$ cat src/rtl/fir_fold8.sv
module fir_fold8 #(
  parameter int DW      = 10,
  parameter int CW      = 10,
  parameter int HALF    = 4,
  parameter int RPW     = 4,
  parameter int RND_MAX = 11,
  parameter int DECW    = 5,
  parameter int DMIN    = 2,
  parameter int DMAX    = 16,
  localparam int PW     = DW + 2,
  localparam int MW     = PW + CW + 1,
  localparam int AW     = MW + $clog2(HALF)
) (
  input  logic               clk,
  input  logic               rst,
  input  logic [DW-1:0]      x_i,
  input  logic               hold_i,
  input  logic               dat_sgn_i,
  input  logic               cof_sgn_i,
  input  logic               sub_i,
  input  logic               rnd_off_i,
  input  logic [RPW-1:0]     rnd_pos_i,
  input  logic [DECW-1:0]    dec_i,
  input  logic [HALF*CW-1:0] coef_i,
  output logic [AW-1:0]      y_o,
  output logic               vld_o
);

  logic [DW-1:0] fwd [HALF];
  logic [DW-1:0] rev [HALF];
  logic signed [MW-1:0] prod [HALF];
  logic signed [AW-1:0] acc;
  logic [AW-1:0] half_lsb, keep, rnd;
  logic [RPW-1:0] rp;
  logic [DECW-1:0] dec_eff, cnt;
  logic pend;

  always_ff @(posedge clk) begin
    if (rst) begin
      for (int k = 0; k < HALF; k++) begin
        fwd[k] <= '0;
        rev[k] <= '0;
      end
    end else if (!hold_i) begin
      fwd[0]      <= x_i;
      rev[HALF-1] <= fwd[HALF-1];
      for (int k = 1; k < HALF; k++) fwd[k] <= fwd[k-1];
      for (int k = 0; k < HALF-1; k++) rev[k] <= rev[k+1];
    end
  end

  for (genvar g = 0; g < HALF; g++) begin : g_pair
    logic signed [DW:0]   fa, rb;
    logic signed [PW-1:0] pre;
    logic signed [CW:0]   cf;
    assign fa  = {dat_sgn_i & fwd[g][DW-1], fwd[g]};
    assign rb  = {dat_sgn_i & rev[g][DW-1], rev[g]};
    assign pre = sub_i ? PW'(fa) - PW'(rb) : PW'(fa) + PW'(rb);
    assign cf  = {cof_sgn_i & coef_i[g*CW+CW-1], coef_i[g*CW +: CW]};
    assign prod[g] = MW'(pre) * MW'(cf);
  end

  always_comb begin
    acc = '0;
    for (int k = 0; k < HALF; k++) acc = acc + AW'(prod[k]);
  end

  assign rp       = (rnd_pos_i > RPW'(RND_MAX)) ? RPW'(RND_MAX) : rnd_pos_i;
  assign half_lsb = (rp == '0) ? '0 : (AW'(1) << (rp - 1'b1));
  assign keep     = ~((AW'(1) << rp) - AW'(1));
  assign rnd      = (AW'(acc) + half_lsb) & keep;

  assign dec_eff = (dec_i < DECW'(DMIN)) ? DECW'(DMIN) :
                   (dec_i > DECW'(DMAX)) ? DECW'(DMAX) : dec_i;

  always_ff @(posedge clk) begin
    if (rst) begin
      cnt   <= '0;
      pend  <= 1'b0;
      vld_o <= 1'b0;
      y_o   <= '0;
    end else begin
      vld_o <= pend;
      y_o   <= rnd_off_i ? AW'(acc) : rnd;
      if (hold_i) begin
        pend <= 1'b0;
      end else if (cnt >= dec_eff - 1'b1) begin
        cnt  <= '0;
        pend <= 1'b1;
      end else begin
        cnt  <= cnt + 1'b1;
        pend <= 1'b0;
      end
    end
  end

endmodule

$ cat config.mk
export PLATFORM = sky130hd
export DESIGN_NAME = fir_fold8
export DESIGN_NICKNAME = d
export VERILOG_FILES = /design/src/rtl/fir_fold8.sv
export SDC_FILE = /design/constraint.sdc
export NUM_CORES = 2
export LEC_CHECK = 0
export BUFFER_PORTS_ARGS = -buffer_cell sky130_fd_sc_hd__buf_2
export CORE_MARGIN = 5
export CORE_UTILIZATION = 44
export DETAILED_ROUTE_END_ITERATION = 6
export PLACE_DENSITY_LB_ADDON = 0.2
export SLEW_MARGIN = 10
export SYNTH_ARGS = -nofsm -noshare
export SYNTH_HDL_FRONTEND = slang
export SYNTH_SLANG_ARGS = --single-unit
$ cat constraint.sdc
create_clock -name clk -period 11.5 [get_ports clk]
set_input_delay 0.575 -clock clk [delete_from_list [all_inputs] [get_ports clk]]
set_output_delay 0.575 -clock clk [all_outputs]
set_load 0.02 [all_outputs]
==> results.yml <==
timing:
  timing.final.max_slew_violations: 0
  finalHoldViolCount: 0
  slew_headroom_pct: 28.9
  worst-slew-pin-transition_ps: 1070
  fin_worst_hold_slack_ps: 436
  final.setup_skew_ps: 13.4
  final.period_utilization_pct: 96.0
  final-setup-viol-count: 0
  max_freq_mhz: 90.6
  finalCriticalPeriod_ps: 11030
  final_tns_setup_ps: 0
floorplanning:
  top_level_ports: 92
  die_y_um: 269
  floorplan.rows: 95
  die_w_um: 269
  start_util_pct: 44.3
  full_die_area_um2: 72600
  core_area_um2: 66900
clock_tree:
  cts.clk_slew.worst_paths_ps: 80
  clock_tree.buffer_depth: 2
  clock-root-buffer: "clkbuf_16"
  clock_latency_ps: 390
  hold_buffers: 0
  cts_max_level: 3
  tritoncts.num_buffers: 9
  numClockSinks: 112
  cts_tree: "done"
placement:
  gp_routability_congestion: 0.920
  numPortBuffers: 91
  placed_cells: 4022
  dp.final_hpwl_mm: 69.0
worst_setup_path:
  setup.worst_path.start: "rev[3][0]"
  worst-r2r-cell-count: 44
  critical-path-top-cell-by-count: "fa_1"
  timing.critical_path.required_ps: 11740
  rrSetupSlack_ps: 470
  cp_slowest_stage_delay_ps: 560
  r2r-end: "y_o[22]"
  crit_fanout: 6
  critical_path_slowest_stage_cell: "fa_1"
  crit_path_category: "register to register"
  arrival_ps: 11270
  setup.worst_path.end_class: "register"
  worst_setup_path_start_kind: "register"
  startpoint_of_the_worst_register_to_register_path: "rev[3][0]"
  worst_setup_path_endpoint: "y_o[22]"
logic_synthesis:
  synth_sequential_area_ratio_pct: 10.3
  synthTopCellsByArea: "fa_1 44%, ha_1 9.8%, inv_1 8.7%"
  yosysMostFrequentCell: "inv_1"
  synthesized_flop_and_latch_total: 112
  number_of_enable_flip_flop_cells_after_synthesis: 80
  gate_count_post_synth: 3125
  synthDominantCellAreaShare_pct: 43.9
  synthDominantAreaCellType: "fa_1"
  synthArstFlopShare_pct: 0
  ys_warn_count: 0
  synth_top_flop_cell: "edfxtp_1"
  ys_top_cells_by_count: "685 x inv_1, 650 x fa_1, 284 x and2_1, 280 x nand2_1, 231 x ha_1"
  distinct_cell_type_count_of_the_synthesized_netlist: 68
  postSynthNetCount: 4072
  synthesis.area_per_instance_um2: 9.48
  synthesis.area_um2: 29600
route:
  routed_wirelength_mm: 77.8
  detail_route.iter0.violations: 1288
  post-route-drc-count: 0
  dr_total_vias: 20695
  met2RoutedLength_mm: 38.3
  top_signal_layer_used: "met4"
  wl_met1_mm: 33.9
  drt_pass1_iterations: 4
  wl_per_cell_um: 19.3
  wl_met3_mm: 3.16
  via_per_inst: 5.12
  detail-route-antenna-nets: 0
final_layout:
  seq_cell_area_um2: 3040
  post_layout_nonfiller_instances: 4041
  syn_to_final_growth_pct: 6.92
  finalNetCount: 4109
  multi_input_gate_area_um2: 23800
  drive_above_1_share_pct: 6.92
  fillerInstances: 6377
global_routing:
  global_route.overflow_total: 0
  via_count_of_the_first_global_routing_pass: 22707
  grt_max_degree: 82
  grt_antenna_before_repair: 2
  grt_pass1_wl_mm: 127
  grt_usage_pct: 22.1
status:
  status: "finished, final reports clean"
hold_path:
  min-delay-path-class: "register to register"
flow_run:
  cap_violations: 0
## sequential cells by signal, indices dropped and copies added, names as in the netlist
| register | cells |
|---|---|
| cnt | 5 |
| rev | 40 |
| vld_o | 1 |
| y_o | 25 |
| pend | 1 |
| fwd | 40 |
## cell families (layout without fill, tap and decap cells)
kind of cell	Yosys count	count (layout)	synth area share [%]
adder cells (fa/ha/maj)	881	881	53.7
XOR/XNOR	133	133	3.98
AND/OR/NAND/NOR	963	963	16.7
other	0	1	0
buffers and inverters	807	849	10.3
multiplexers	12	12	0.414
flip-flops	112	112	10.3
AO/OA/AOI/OAI	217	217	4.70
## timing repair
action | 4_1_cts | 5_1_grt
pin swaps | 0 | 8
resized for setup | 1 | 43
endpoints found under the setup margin | 1 | 14
setup buffers | 0 | 2
cloned | 0 | 0
## layout make-up
class	instances	area share [%]
Inverter	685	8.12
Clock inverter	7	0.221
Sequential cell	112	9.61
Multi-Input combinational cell	2206	75.1
Timing Repair Buffer	148	2.81
Antenna cell	1	0.00790
Tap cell	873	3.45
Clock buffer	9	0.711
## metal layers
metal / GRT usage, % / vias up
met2: 37.2 / 457
met5: 0 / -
met3: 2.64 / 90
li1: - / 9453
met4: 6.76 / 0
met1: 30.2 / 10695
## stage by stage
step                utilization (%)  worst slack, ps  cell area, µm²
floorplan                         -              381           29600
global placement               46.5             76.6           31100
detailed placement             46.5            -85.7           31100
CTS                            47.0             60.3           31400
global route                   47.3            -61.8           31700
finish                         47.3              466           31700
## critical path, delay by kind of cell (launching register included)
family	cells	cell delay, ps
simple gates	7	1080
fa+ha+maj	13	5770
buf+inv	8	630
flops	1	430
xor+xnor	3	490
compound gates	12	2260
mux	1	200
## worst min path at each step
stage,depth (start not counted),from,to
floorplan,1,pend,vld_o
global placement,1,pend,vld_o
detailed placement,1,pend,vld_o
CTS,2,x_i[9],fwd[0][9]
global route,2,x_i[0],fwd[0][0]
finish,1,pend,vld_o
## cell usage in the layout (no fill, tap or decap), types with 13 or more instances in the layout
| cell | n |
|---|---|
| nand3_1 | 19 |
| fa_1 | 650 |
| buf_4 | 55 |
| nor2_1 | 150 |
| inv_1 | 684 |
| a21oi_1 | 67 |
| nor2b_1 | 70 |
| ha_1 | 226 |
| o21ai_0 | 35 |
| buf_2 | 91 |
| nor3_1 | 47 |
| dfxtp_1 | 32 |
| edfxtp_1 | 80 |
| xnor2_1 | 95 |
| nand2_1 | 278 |
| nand2b_1 | 45 |
| and2_1 | 284 |
| a21o_1 | 13 |
| xor2_1 | 25 |
Power is not shown: default switching activity piles up to over one toggle a cycle in this logic, so the estimate is an artifact.
